`src/rtl/dram_cs_pkg.sv`:
```
package dram_cs_pkg;

  typedef enum logic [2:0] {
    ODT_NONE      = 3'd0,
    ODT_TARGET    = 3'd1,
    ODT_NONTARGET = 3'd2,
    ODT_OTHER_MOD = 3'd3,
    ODT_EVERY     = 3'd4
  } odt_pol_e;

  localparam int ODT_POL_W   = 3;
  localparam int AP_POS_NORM = 10;
  localparam int AP_POS_ALT  = 8;
  localparam int ODT_MIN_LAT = 3;

endpackage

```
`src/rtl/dram_cs_match.sv`:
```
module dram_cs_match #(
  parameter int ADDR_W  = 32,
  parameter int BOUND_W = 8,
  parameter int RANKS   = 4
) (
  input  logic [ADDR_W-1:0]        addr,
  input  logic [RANKS*BOUND_W-1:0] lo_flat,
  input  logic [RANKS*BOUND_W-1:0] hi_flat,
  input  logic [RANKS-1:0]         rank_en,
  input  logic                     pair_il,
  output logic [RANKS-1:0]         hit
);
  localparam int TOP_LSB = ADDR_W - BOUND_W;

  logic [BOUND_W-1:0] page;
  assign page = addr[ADDR_W-1:TOP_LSB];

  // One window comparator per rank; rank 1 is silenced while paired.
  for (genvar g = 0; g < RANKS; g++) begin : g_rank
    logic [BOUND_W-1:0] lo_b;
    logic [BOUND_W-1:0] hi_b;
    logic               allowed;
    assign lo_b = lo_flat[g*BOUND_W +: BOUND_W];
    assign hi_b = hi_flat[g*BOUND_W +: BOUND_W];
    if (g == 1) begin : g_paired
      assign allowed = rank_en[g] & ~pair_il;
    end else begin : g_plain
      assign allowed = rank_en[g];
    end
    assign hit[g] = allowed && (lo_b <= page) && (page <= hi_b);
  end

endmodule

```
`src/rtl/dram_cs_pick.sv`:
```
module dram_cs_pick #(
  parameter int RANKS = 4,
  parameter int RW    = 2
) (
  input  logic [RANKS-1:0] hit,
  input  logic             pair_il,
  input  logic             il_sel,
  output logic [RW-1:0]    tgt,
  output logic             found
);
  // Walk from the highest rank down so the lowest hit is kept last.
  always_comb begin
    tgt   = '0;
    found = 1'b0;
    for (int i = RANKS - 1; i >= 0; i--) begin
      if (hit[i]) begin
        tgt   = RW'(i);
        found = 1'b1;
      end
    end
    if (pair_il && found && (tgt == '0) && il_sel) begin
      tgt = RW'(1);
    end
  end

endmodule

```
`src/rtl/dram_cs_odt.sv`:
```
module dram_cs_odt
  import dram_cs_pkg::*;
#(
  parameter int RANKS = 4,
  parameter int RW    = 2,
  parameter int LAT_W = 4
) (
  input  logic [RW-1:0]              tgt,
  input  logic                       found,
  input  logic                       is_wr,
  input  logic [RANKS*ODT_POL_W-1:0] pol_rd_flat,
  input  logic [RANKS*ODT_POL_W-1:0] pol_wr_flat,
  input  logic [LAT_W-1:0]           cas_lat,
  input  logic [LAT_W-1:0]           add_lat,
  input  logic [LAT_W-1:0]           wr_lat,
  output logic [RANKS-1:0]           odt
);
  localparam int PER_MOD = RANKS / 2;

  logic [ODT_POL_W-1:0] pol;
  logic [LAT_W:0]       lat_sum;
  logic                 lat_ok;
  logic [RANKS-1:0]     self_m;
  logic [RANKS-1:0]     same_mod;
  logic [RANKS-1:0]     raw;

  assign pol     = is_wr ? pol_wr_flat[tgt*ODT_POL_W +: ODT_POL_W]
                         : pol_rd_flat[tgt*ODT_POL_W +: ODT_POL_W];
  assign lat_sum = is_wr ? ({1'b0, wr_lat} + {1'b0, add_lat})
                         : ({1'b0, cas_lat} + {1'b0, add_lat});
  assign lat_ok  = lat_sum >= (LAT_W+1)'(ODT_MIN_LAT);

  always_comb begin
    for (int i = 0; i < RANKS; i++) begin
      self_m[i]   = (RW'(i) == tgt);
      same_mod[i] = ((i / PER_MOD) == (int'(tgt) / PER_MOD));
    end
  end

  always_comb begin
    case (pol)
      ODT_TARGET:    raw = self_m;
      ODT_NONTARGET: raw = ~self_m;
      ODT_OTHER_MOD: raw = ~same_mod;
      ODT_EVERY:     raw = '1;
      default:       raw = '0;
    endcase
  end

  assign odt = (found && lat_ok) ? raw : '0;

endmodule

```
`src/rtl/dram_cs_decode.sv`:
```
module dram_cs_decode
  import dram_cs_pkg::*;
#(
  parameter int ADDR_W  = 32,
  parameter int BOUND_W = 8,
  parameter int RANKS   = 4,
  parameter int LAT_W   = 4,
  parameter int IVL_W   = 16,
  parameter int IL_BIT  = 6
) (
  input  logic                       clk,
  input  logic                       rst_n,
  input  logic                       cmd_valid,
  output logic                       cmd_ready,
  input  logic [ADDR_W-1:0]          cmd_addr,
  input  logic                       cmd_is_write,
  input  logic [RANKS*BOUND_W-1:0]   cfg_lo,
  input  logic [RANKS*BOUND_W-1:0]   cfg_hi,
  input  logic [RANKS-1:0]           cfg_rank_en,
  input  logic [RANKS-1:0]           cfg_ap_en,
  input  logic [RANKS*ODT_POL_W-1:0] cfg_odt_rd,
  input  logic [RANKS*ODT_POL_W-1:0] cfg_odt_wr,
  input  logic                       cfg_pair_il,
  input  logic                       cfg_ap_alt,
  input  logic [IVL_W-1:0]           cfg_pre_ivl,
  input  logic [LAT_W-1:0]           cfg_cas_lat,
  input  logic [LAT_W-1:0]           cfg_add_lat,
  input  logic [LAT_W-1:0]           cfg_wr_lat,
  output logic                       out_valid,
  input  logic                       out_ready,
  output logic [RANKS-1:0]           cs_n,
  output logic [RANKS-1:0]           odt,
  output logic                       ap_req,
  output logic [3:0]                 ap_bit,
  output logic                       miss
);
  localparam int RW = (RANKS > 1) ? $clog2(RANKS) : 1;

  logic [RANKS-1:0] hit;
  logic [RW-1:0]    tgt;
  logic             found;
  logic [RANKS-1:0] odt_nx;
  logic             ap_src;
  logic             ap_nx;
  logic             accept;

  dram_cs_match #(.ADDR_W(ADDR_W), .BOUND_W(BOUND_W), .RANKS(RANKS)) match_i (
    .addr(cmd_addr), .lo_flat(cfg_lo), .hi_flat(cfg_hi),
    .rank_en(cfg_rank_en), .pair_il(cfg_pair_il), .hit(hit)
  );

  dram_cs_pick #(.RANKS(RANKS), .RW(RW)) pick_i (
    .hit(hit), .pair_il(cfg_pair_il), .il_sel(cmd_addr[IL_BIT]),
    .tgt(tgt), .found(found)
  );

  dram_cs_odt #(.RANKS(RANKS), .RW(RW), .LAT_W(LAT_W)) odt_i (
    .tgt(tgt), .found(found), .is_wr(cmd_is_write),
    .pol_rd_flat(cfg_odt_rd), .pol_wr_flat(cfg_odt_wr),
    .cas_lat(cfg_cas_lat), .add_lat(cfg_add_lat), .wr_lat(cfg_wr_lat),
    .odt(odt_nx)
  );

  // Paired ranks share rank 0's precharge setting.
  assign ap_src    = (cfg_pair_il && (tgt <= RW'(1))) ? cfg_ap_en[0] : cfg_ap_en[tgt];
  assign ap_nx     = found && (ap_src || (cfg_pre_ivl == '0));
  assign cmd_ready = !out_valid || out_ready;
  assign accept    = cmd_valid && cmd_ready;

  always_ff @(posedge clk) begin
    if (!rst_n) begin
      out_valid <= 1'b0;
      cs_n      <= '1;
      odt       <= '0;
      ap_req    <= 1'b0;
      ap_bit    <= '0;
      miss      <= 1'b0;
    end else if (accept) begin
      out_valid <= 1'b1;
      cs_n      <= found ? ~(RANKS'(1) << tgt) : '1;
      odt       <= odt_nx;
      ap_req    <= ap_nx;
      ap_bit    <= cfg_ap_alt ? 4'(AP_POS_ALT) : 4'(AP_POS_NORM);
      miss      <= !found;
    end else if (out_ready) begin
      out_valid <= 1'b0;
      cs_n      <= '1;
      odt       <= '0;
      ap_req    <= 1'b0;
      ap_bit    <= '0;
      miss      <= 1'b0;
    end
  end

  AST_CS_ONE_RANK: assert property (@(posedge clk) disable iff (!rst_n)
    out_valid |-> $onehot0(~cs_n));

  AST_MISS_QUIET: assert property (@(posedge clk) disable iff (!rst_n)
    miss |-> (cs_n == '1 && odt == '0 && !ap_req));

  AST_IDLE_OUTPUTS: assert property (@(posedge clk) disable iff (!rst_n)
    !out_valid |-> (cs_n == '1 && odt == '0 && !ap_req && !miss));

  AST_HOLD_STALLED: assert property (@(posedge clk) disable iff (!rst_n)
    (out_valid && !out_ready) |=> (out_valid && $stable(cs_n) && $stable(odt)
      && $stable(ap_req) && $stable(ap_bit) && $stable(miss)));

  AST_AP_POSITION: assert property (@(posedge clk) disable iff (!rst_n)
    out_valid |-> (ap_bit == 4'(AP_POS_NORM) || ap_bit == 4'(AP_POS_ALT)));

  AST_TAKE_TO_VALID: assert property (@(posedge clk) disable iff (!rst_n)
    (cmd_valid && cmd_ready) |=> out_valid);

endmodule

```
`config.mk`:
```
export PLATFORM = sky130hd
export DESIGN_NAME = dram_cs_decode
export DESIGN_NICKNAME = d
export VERILOG_FILES = /design/src/rtl/dram_cs_pkg.sv /design/src/rtl/dram_cs_match.sv /design/src/rtl/dram_cs_pick.sv /design/src/rtl/dram_cs_odt.sv /design/src/rtl/dram_cs_decode.sv
export SDC_FILE = /design/constraint.sdc
export NUM_CORES = 1
export LEC_CHECK = 0
export ABC_AREA = 1
export BUFFER_PORTS_ARGS = -buffer_cell sky130_fd_sc_hd__buf_2
export CAP_MARGIN = 20
export CORE_ASPECT_RATIO = 2
export CORE_MARGIN = 5
export CORE_UTILIZATION = 49
export DETAILED_ROUTE_END_ITERATION = 16
export PLACE_DENSITY = 0.95
export SLEW_MARGIN = 20
export SYNTH_ARGS = -nofsm -noshare
export SYNTH_HDL_FRONTEND = slang
export SYNTH_SLANG_ARGS = --single-unit
```
`constraint.sdc`:
```
create_clock -name clk -period 5.4 [get_ports clk]
set_input_delay 0 -clock clk [delete_from_list [all_inputs] [get_ports clk]]
set_output_delay 0 -clock clk [all_outputs]
set_load 0.05 [all_outputs]
```
**Word level (Yosys, flattened, before mapping)**

Index checks and enable logic that the tools add are counted.
Widths: inputs -> output; s select.

- Flip-flop bits (word level): 15
- Latch bits: 0
- Bits in writable memories: 0
- Memory bits (read-only): 0
- Input bits: 163
- Output and inout bits: 16
- Word-level logic and storage cells: 86
- Memories kept: 0

- $add $sub $neg: 2
- Multiply operators: 1
- Div/mod/pow operators: 0
- Magnitude comparators: 11
- Eq/ne operators: 7
- Shifts and indexed selects: 3
- Mux-type cells: 27
- Bitwise gates (word level): 5
- Reduce and logical (&&, ||, !) cells: 24

Operator list:

| kind | count |
|---|---|
| $le 8x8->1 | 8 |
| $logic_not 32->1 | 1 |
| $mux 4 | 7 |
| $shiftx 12x5->3 | 2 |
| $logic_not 16->1 | 1 |
| $pmux 4 s4 | 1 |
| $logic_and 1x1->1 | 15 |
| $mux 2 | 6 |
| $not 4->4 | 3 |
| $add 4x4->5 | 2 |
| $mux 1 | 10 |
| $eq 3x2->1 const B | 2 |
| $ge 5x2->1 const B | 1 |
| $mux 5 | 1 |
| $eq 2x2->1 const A | 2 |
| $logic_not 2->1 | 2 |
| $mul 2x2->4 const B | 1 |
| $shl 1x2->4 const A | 1 |
| $eq 3x1->1 const B | 1 |
| $eq 3x3->1 const B | 1 |
| $lt 2x3->1 const B | 1 |
| $mux 3 | 1 |
| $bmux 1 s2 | 1 |
| $eq 1x2->1 const A | 1 |
| 6 further kinds | 8 |

**Depth between registers and ports, before layout**

Gate-level depths: netlist of run 1.

- Depth in word-level cells: 18
- Gate-level depth with buffers: 26
- Gate-level depth less buffers: 26

**Cells and area by module**

From an unflattened synthesis of run 1, not the netlist that was laid out.

- Cell total of the unflattened synthesis: 498
- Area, all modules: 2945.3 um2

Modules (own cells, without submodules):

| module | times used | cells an instance | area an instance (um2) | seq. area each (um2) |
|---|---|---|---|---|
| dram_cs_match | 1 | 271 | 1662.8 | 0.0 |
| dram_cs_odt | 1 | 129 | 649.4 | 0.0 |
| dram_cs_decode | 1 | 87 | 588.1 | 240.2 |
| dram_cs_pick | 1 | 11 | 45.0 | 0.0 |

**Worst setup path after synthesis of run 1**

No wires, ideal clock.

- Kind: reg2reg
- Start point: register ap_bit[3] (netlist name)
- End point: register cs_n[3]
- Library setup time: 0.119 ns
- Arrival time: 2.119 ns
- Data required time: 5.281 ns
- Setup slack: 3.162 ns
- Stages on the path, launching flop included: 8
- Buffers on the path: 0
- Clock period less this slack: 2.238 ns
- Cells stage by stage: dfxtp_1 > nand2_1 > nand2_1 > inv_1 > nor2_1 > inv_1 > o22ai_1 > nand2_1

RTL lines:

| item | line | RTL |
|---|---|---|
| end signal, assigned | dram_cs_decode.sv:80 | `cs_n <= found ? ~(RANKS'(1) << tgt) : '1;` |
| end, declared | dram_cs_decode.sv:31 | `output logic [RANKS-1:0] cs_n,` |

**Worst setup path after layout of run 1**

- Start point: input port cmd_addr[29]
- End point: register odt[0]

- Cells in the longest elaborated chain, start to end: 18
- Elaborated cells on any way between the ends: 45
- Those cells by class: 1 x mul; 8 x order compare; 4 x eq/ne; 2 x shift; 13 x mux; 2 x bitwise; 15 x reduce/logical

Ends and longest elaborated chain:

| item | line | RTL |
|---|---|---|
| start, declared | dram_cs_decode.sv:15 | `input logic [ADDR_W-1:0] cmd_addr,` |
| $le 8x8->1 | dram_cs_match.sv:30 | `assign hit[g] = allowed && (lo_b <= page) && (page <= hi_b);` |
| $logic_and 1x1->1 (2 in a row) | dram_cs_match.sv:30 |  |
| $mux 2 / $mux 1 (equally long branches) (4 in a row) | dram_cs_pick.sv:16 | `if (hit[i]) begin` |
| $logic_not 2->1 / $logic_and 1x1->1 (equally long branches) | dram_cs_pick.sv:21 | `if (pair_il && found && (tgt == '0) && il_sel) begin` |
| $logic_and 1x1->1 (2 in a row) | dram_cs_pick.sv:21 |  |
| $mux 2 | dram_cs_pick.sv:21 |  |
| $mul 2x2->4 | dram_cs_odt.sv:27, dram_cs_odt.sv:28 |  |
| $shiftx 12x5->3, on equally long branches | dram_cs_odt.sv:28, dram_cs_odt.sv:27 |  |
| $mux 3 | dram_cs_odt.sv:27 | `assign pol = is_wr ? pol_wr_flat[tgt*ODT_POL_W +: ODT_POL_W]` |
| $eq 3x3->1, or another cell as far along | dram_cs_odt.sv:41 | `case (pol)` |
| $pmux 4 s4 | dram_cs_odt.sv:41 |  |
| $mux 4 (*) | dram_cs_odt.sv:50 | `assign odt = (found && lat_ok) ? raw : '0;` |
| $mux 4 (*) | dram_cs_decode.sv:78 | `end else if (accept) begin` |
| end signal, assigned | dram_cs_decode.sv:81 | `odt <= odt_nx;` |
| end, declared | dram_cs_decode.sv:32 | `output logic [RANKS-1:0] odt,` |

Mark *: on every way between the ends. The rest lies on a longest branch, timed or not.
A chain may end at the register's enable or synchronous reset.

==> summary.txt, run 1 <==
clock insertion delay at the later pin of the skew report = 240 ps
postcts setup bufs = 0
cts bufs inserted = 3
Worst Clk Skew = 1.42 ps
crit-path max cell delay = 480 ps
final critical-path required period = 2760 ps
dpl cells = 710
IO Count = 179
Rows = 40
Post-layout nets = 864
Antenna Violating Nets Remaining = 0
Multi-input gate area = 0.00238 mm²
critical path class = in -> reg
final WL = 9960 µm
Post-CTS Resized = 0
fillcell total = 511
crit path max fanout = 11
RSZ-0062 raised after global routing = false
Die Ht = 121 µm
Seq/Total Area, Yosys = 0.0789
largest net degree at the start of global routing = 26
die span in x = 65.7 µm
Initial DRT Pass Iterations = 4
DRT iter0 DRCs = 208
clk slew on worst S/H paths = 40 ps
die area = 0.00799 mm²
share of flip-flops with an asynchronous set or reset = 0
P per Cell Area = 163 mW/mm²
DRC viols = 0
Fin. Hold Viols = 0
max-slew violation count = 0
Netlist Area Pre-Place = 0.00305 mm²
Root Buffer = clkbuf_16
Post-DP HPWL = 8770 µm
fin crit share = 0.510
Sink Count = 12
f_max = 363 MHz
area grow syn2layout = 30.2%
Req. time, crit path = 5520 ps
vias after detailed routing = 3694
sequential cell area = 240 µm²
max_cap viols = 0
ordered list of cells on the worst path = buf_2, inv_1, ha_1, a21oi_1, nor2_1, nor2_1, nand2_1, nand2_1, nand4_1, nand2_4, nand2_1, nand2_1, nand2_2, nand2_4, clkinv_1, nand3_4, nand2_1, o21ai_2, a21oi_2
Wirelength per Cell = 13.9 µm
CTS Hold Bufs = 1
# port buffers = 153
CTS tree = done
Finished Layout Cells = 715
most used cell, CP = nand2_1
first-pass GRT wire length = 16000 µm
Least-Margin Pin Slew = 663 ps
crit path DAT = 2870 ps
Global Route Usage Sum = 0.252
Hold Crit Class = in -> reg
core area = 0.00606 mm²
Slew HR = 0.556
setup TNS = 0 ps
# diodes = 0
Crit. End Element = flop
grt ovf = 0
#FFs+latches synth = 12
Main synth FF type = dfxtp_1
Max stage delay cell, worst path = nand4_1
outcome = completed
Hold Path Origin = cfg_ap_alt
Starting Density = 0.503
Final Wtd Congestion = 0.911
Leak = 2.47 nW
Post-synth EDFFs = 0
CP Buf/Inv Count = 3
CTS max path bufs = 2
syn avg cell area = 6.33 µm²
initial antenna violation count = 0
Vias/cell = 5.17
H-tree Lvls = 1
layout cells sized above 1 = 0.314
synthesized instance count = 481
CP startpoint = cmd_addr[29]
cell family with most CP delay = simple AND/OR/NAND/NOR gates
final setup vio count = 0
Worst IR Drop VDD = 0.0929 mV
Synth Warn # = 0
vias in the first global route = 3860
Cell variety after synth = 39
Worst setup SP type = input port
launching point of the worst reg2reg path = ap_bit[3]
report_power, final:
group / internal, mW / total, mW / switching, mW / leakage [nW]
logic: 0.148 / 0.398 / 0.250 / 2.33
registers: 0.0945 / 0.0973 / 0.00273 / 0.0982
clock network: 0.112 / 0.151 / 0.0394 / 0.0442
total: 0.355 / 0.647 / 0.292 / 2.47
synthesized netlist by cell type (2+ instances only):
cell type    n  area (µm²)
nor2_1      30         113
a21oi_2      4        35.0
nor3_1       2        10.0
o21ai_0     13        65.1
ha_1        68         851
a21oi_1     28         140
nor2_4       2        22.5
nand2_4      5        56.3
inv_1       90         338
clkbuf_1     4        15.0
nor4_1       4        25.0
mux2_2       4        45.0
nand2_1    132         495
dfxtp_1     12         240
buf_4        3        22.5
inv_2        7        26.3
nand3_1     16        80.1
a21o_1       5        37.5
nand3_2      8        80.1
mux2i_1      3        30.0
o22ai_1      2        12.5
nand2_2      4        25.0
nand4_1     15        93.8
o21a_1       4        30.0
o21bai_1     2        15.0
state kept, by name, summed over array words and instances (netlist names):
name    cells
miss        1
odt         4
ap_req      1
cs_n        4
ap_bit      2
per-stage QoR:
step	instance area [µm²]	hold slack [ps]	total power, mW	util	setup slack (ps)
CTS	3970	35.4	0.644	0.655	2630
floorplan	3050	68.9	0.374	-	3160
global placement	3870	181	0.469	0.638	2570
finish	3970	41.0	0.647	0.655	2640
global route	3970	44.7	0.702	0.655	2400
detailed placement	3870	188	0.491	0.638	2460
cells by family after synthesis:
| kind of cell | share of synthesized area |
|---|---|
| other | 0.00123 |
| buffers and inverters | 0.141 |
| adder cells (fa/ha/maj) | 0.286 |
| multiplexers | 0.0247 |
| flip-flops | 0.0789 |
| AO/OA/AOI/OAI | 0.124 |
| AND/OR/NAND/NOR | 0.345 |
area by class of cell:
class,count,area share
Sequential cell,12,0.0606
Clock buffer,4,0.0224
Tap cell,84,0.0265
Inverter,99,0.0944
Timing Repair Buffer,154,0.196
Multi-Input combinational cell,362,0.601
layout by cell type (no fill, tap or decap), types with 3 or more instances in the layout:
cell type / synthesis / routed
a21oi_2: 4 / 4
mux2_2: 4 / 4
o21a_1: 4 / 4
nand3_1: 16 / 16
nand4_1: 15 / 15
nand2_2: 4 / 4
ha_1: 68 / 68
nor2_1: 30 / 30
o21ai_0: 13 / 13
nand2_4: 5 / 5
dfxtp_1: 12 / 12
a21oi_1: 28 / 28
a21o_1: 5 / 5
nand2_1: 132 / 132
inv_2: 7 / 7
nand3_2: 8 / 8
buf_2: 1 / 153
mux2i_1: 3 / 3
inv_1: 90 / 90
nor4_1: 4 / 4
clkbuf_16: 0 / 3
layer usage:
layer,GRT usage,share of wire,vias to the layer above
met2,0.504,0.56,154
met5,0,0,-
met4,0.155,0.056,0
met3,0.0306,0.059,32
met1,0.222,0.32,1663
li1,-,-,1845
path summary, 6_finish.rpt:
check | to | slack, ps | cells after the start
max | odt[0] | 2640 | 19
min | ap_bit[1] | 40 | 3
max reg2reg | cs_n[3] | 3580 | 7
min reg2reg | cs_n[1] | 470 | 2
worst min-delay path, delay by kind of cell:
family / cells / cell delay (ps)
buffers and inverters: 1 / 70
AOI/OAI and AO/OA: 1 / 60
and+or+nand+nor: 1 / 90
Note: power is estimated with default switching activity, not from simulation.
==> inputs of run 2 (changes only) <==
CORE_UTILIZATION = 45   (was 49)
PLACE_DENSITY = 0.91   (was 0.95)
clock period = 2.86 ns   (was 5.4 ns; I/O delays follow)
==> summary.txt, run 2 (synthesis results as in run 1) <==
CTS max path bufs = 2
IO Count = 179
final setup vio count = 0
Fin. Hold Viols = 0
Sink Count = 12
placed inst area = 0.00389 mm²
H-tree Lvls = 1
max-slew violation count = 0
WHS Path Cells = 3
fin area = 0.00399 mm²
core area = 0.00662 mm²
postcts setup bufs = 0
Req. time, crit path = 3030 ps
Leak = 2.49 nW
Initial DRT Pass Iterations = 4
Multi-input gate area = 0.00238 mm²
Post-DP HPWL = 8670 µm
cts bufs inserted = 3
largest net degree at the start of global routing = 14
final WL = 9510 µm
DRC viols = 0
Root Buffer = clkbuf_16
most common cell after layout, fill and taps aside = buf_2
Die Ht = 126 µm
Starting Density = 0.460
Wirelength per Cell = 13.2 µm
critical path class = in -> reg
P per Cell Area = 304 mW/mm²
die area = 0.00861 mm²
# diodes = 0
Final Wtd Congestion = 0.944
RSZ-0062 raised after global routing = false
vias in the first global route = 3947
Global Route Usage Sum = 0.218
outcome = completed
first-pass GRT wire length = 15000 µm
biggest regs = cs_n (4), odt (4), ap_bit (2)
sequential cell area = 240 µm²
most frequent cells in the layout = buf_2 (153), nand2_1 (132), inv_1 (90)
Worst Clk Skew = 0.768 ps
fin crit share = 0.795
clk slew on worst S/H paths = 40 ps
Worst IR Drop VDD = 0.179 mV
Vias/cell = 5.15
Post-layout nets = 867
area grow syn2layout = 31.1%
# port buffers = 153
grt ovf = 0
layout cells sized above 1 = 0.317
Slew HR = 0.575
clock insertion delay at the later pin of the skew report = 240 ps
Crit. End Element = flop
Hold Crit Class = in -> reg
Antenna Violating Nets Remaining = 0
Worst Reg-to-Reg Cells = 7
vias after detailed routing = 3718
CTS tree = done
Worst setup SP type = input port
crit path DAT = 2440 ps
max_cap viols = 0
Least-Margin Pin Slew = 634 ps
die span in x = 68.2 µm
fillcell total = 629
final critical-path required period = 2270 ps
f_max = 440 MHz
crit path max fanout = 8
setup TNS = 0 ps
DRT iter0 DRCs = 132
Rows = 42
Power Total = 1.21 mW
initial antenna violation count = 0
-- run 2: changes by cell type in the layout (fill, tap and decap cells not counted), sizes merged --
cell and change:
buf +3
-- run 2: critical path, cell delays in order --
cell,delay (ps)
buf_2,140
inv_1,120
ha_1,330
a21o_1,180
nor2_1,160
nand2_1,70
nand2_1,90
nand4_1,240
buf_4,250
nand3_1,90
nand3_1,80
nand2_1,150
nand3_2,120
nor2_1,130
nor2_1,60
nand2_1,50
nand2_1,60
a21oi_2,120
-- run 2: worst paths after layout --
kind / start / slack [ps] / end
max: cmd_addr[31] / 590 / odt[2]
min: cfg_ap_alt / 30 / ap_bit[1]
max reg2reg: ap_bit[3] / 1110 / cs_n[3]
min reg2reg: ap_req / 460 / ap_req
-- run 2: metal layers --
metal	vias to the layer above	track usage	wire, µm
met5	-	0	0
met4	0	0.140	621
met3	49	0.0239	604
met2	163	0.441	5290
met1	1653	0.180	3000
li1	1853	-	-
-- run 2: through the flow --
stage | util | std cells | setup slack, ps | hold WS [ps]
2_1_floorplan | - | 482 | 622 | 68.9
3_3_place_gp | 0.588 | 717 | 393 | 183
3_5_place_dp | 0.588 | 717 | 350 | 201
4_1_cts | 0.603 | 722 | 586 | 32.2
5_1_grt | 0.603 | 722 | 296 | 61.6
6_report | 0.603 | 722 | 587 | 32.9
-- run 2: repair_timing --
item	in CTS	in global routing
hold endpoints to repair	1	0
hold buffers	1	0
gates resized for setup	0	0
-- run 2: layout make-up --
cell class                 count  share of cell area
multi-input combinational    362               0.596
timing repair buffer         157               0.200
inverter                      99              0.0937
sequential                    12              0.0602
tap                           88              0.0276
clock buffer                   4              0.0223
-- run 2: where the power goes --
| part | internal (mW) | switching, mW | total, mW |
|---|---|---|---|
| clock network | 0.211 | 0.0696 | 0.280 |
| registers | 0.179 | 0.00531 | 0.184 |
| logic | 0.285 | 0.463 | 0.748 |
==> inputs of run 3 (changes only) <==
clock period = 2.4 ns   (was 2.86 ns; I/O delays follow)
==> summary.txt, run 3 (synthesis results as in run 1) <==
Fin Hold WS = 20.4 ps
WHS Path Cells = 3
met2 wire len = 5450 µm
vias in the first global route = 3929
area grow syn2layout = 35.6%
most common cell after layout, fill and taps aside = buf_2
Die Ht = 126 µm
max layer used = met4
clock network power share = 0.223
Initial DRT Pass Iterations = 6
DRT iter0 DRCs = 158
Starting Density = 0.460
max_cap viols = 0
P per Cell Area = 370 mW/mm²
Wirelength per Cell = 13.6 µm
Antenna Violating Nets Remaining = 0
DRC viols = 0
Switching Share = 0.445
IO Count = 179
Root Buffer = clkbuf_16
Leak = 2.53 nW
Fin. Hold Viols = 0
Power Total = 1.53 mW
wire length on met3 = 682 µm
Req. time, crit path = 2520 ps
H-tree Lvls = 1
critical path class = in -> reg
core area = 0.00662 mm²
vias after detailed routing = 3757
clock insertion delay at the later pin of the skew report = 250 ps
hold path endpoint = ap_bit[1]
Worst setup SP type = input port
Rows = 42
Global Route Usage Sum = 0.234
largest net degree at the start of global routing = 14
reg2reg end = odt[2]
Sink Count = 12
crit path max fanout = 8
Post-DP HPWL = 8820 µm
Final Wtd Congestion = 0.987
final cell utilization of the core = 0.624
final WL = 9940 µm
f_max = 452 MHz
P_sw = 0.680 mW
CTS tree = done
die area = 0.00861 mm²
Hold Crit Class = in -> reg
final setup vio count = 0
Crit. End Element = flop
Worst Clk Skew = 1.75 ps
Worst Reg-to-Reg Cells = 7
die span in x = 68.2 µm
cts bufs inserted = 3
biggest regs = cs_n (4), odt (4), ap_bit (2)
max-slew violation count = 0
CTS max path bufs = 2
Hold Path Origin = cfg_ap_alt
Multi-input gate area = 0.00243 mm²
first-pass GRT wire length = 15900 µm
layout cells sized above 1 = 0.344
grt ovf = 0
fillcell total = 591
sequential share of power = 0.143
clk slew on worst S/H paths = 40 ps
Worst IR Drop VDD = 0.201 mV
# port buffers = 153
launching point of the worst reg2reg path = ap_bit[3]
initial antenna violation count = 0
most frequent cells in the layout = buf_2 (152), nand2_1 (131), inv_1 (86)
final critical-path required period = 2210 ps
Post-layout nets = 875
met1 wire length = 3130 µm
postcts setup bufs = 0
Vias/cell = 5.14
P_int = 0.849 mW
reg2reg setup slack = 850 ps
sequential cell area = 240 µm²
crit path DAT = 2330 ps
outcome = completed
fin crit share = 0.923
RSZ-0062 raised after global routing = false
Logic pwr share = 0.634
-- run 3: cell count changes in the layout (fill, tap and decap cells not counted), sizes merged --
cell | previous run | this run
buf | 156 | 163
clkbuf | 4 | 5
diode | 0 | 1
-- run 3: per-stage QoR --
step,area (µm²),setup TNS [ps],setup WS [ps],cells
final,4130,0,185,731
after global routing,4130,0,0.00466,730
after CTS,4080,0,108,730
after detailed placement,3980,-434,-115,725
after global placement,3980,0,28.4,725
after floorplan,3050,0,162,482
-- run 3: cell type report --
class	instances	share of cell area
Tap cell	88	0.0267
Inverter	99	0.0906
Multi-Input combinational cell	362	0.588
Sequential cell	12	0.0582
Clock buffer	4	0.0215
Antenna cell	1	0.000606
Timing Repair Buffer	165	0.215
-- run 3: per-layer routing --
layer  vias to the layer above  GRT usage
met5                         -          0
met4                         0      0.137
met3                        50     0.0345
met2                       171      0.464
met1                      1667      0.202
li1                       1869          -
-- run 3: how the worst max path moves through the flow --
stage                       startpoint  endpoint  depth (start not counted)
after floorplan              ap_bit[3]   cs_n[3]                          7
after CTS                 cmd_addr[29]    odt[2]                         21
final                     cmd_addr[31]    odt[3]                         20
after global placement    cmd_addr[29]    odt[1]                         21
after global routing      cmd_addr[29]    odt[2]                         22
after detailed placement  cmd_addr[29]    odt[3]                         21
-- run 3: worst max-delay path, cell delays in order --
cell	delay, ps
buf_2	140
ha_1	300
nand2_1	80
nor2_1	220
nand4_1	140
nand2_1	130
nand2_1	100
nor2_4	120
nand2_4	80
nand2_8	90
buf_12	110
nand3_1	70
nand3_1	110
nand2_2	110
nand2_2	100
nor2_1	40
nor2_1	150
nand2_1	100
nand2_1	80
a21oi_2	50
-- run 3: what timing repair did --
action / 4_1_cts / 5_1_grt
endpoints found under the hold margin: 1 / 0
setup endpoints to repair: 0 / 5
hold buffers: 1 / 0
gates resized for setup: 0 / 14
-- run 3: power by group through the flow --
stage               Sequential [mW]  Clock (mW)  Combinational, mW
floorplan                     0.266           0              0.577
global placement              0.221           0              0.891
detailed placement            0.222           0              0.939
CTS                           0.219       0.341              0.950
global route                  0.220       0.344               1.08
finish                        0.219       0.341              0.970
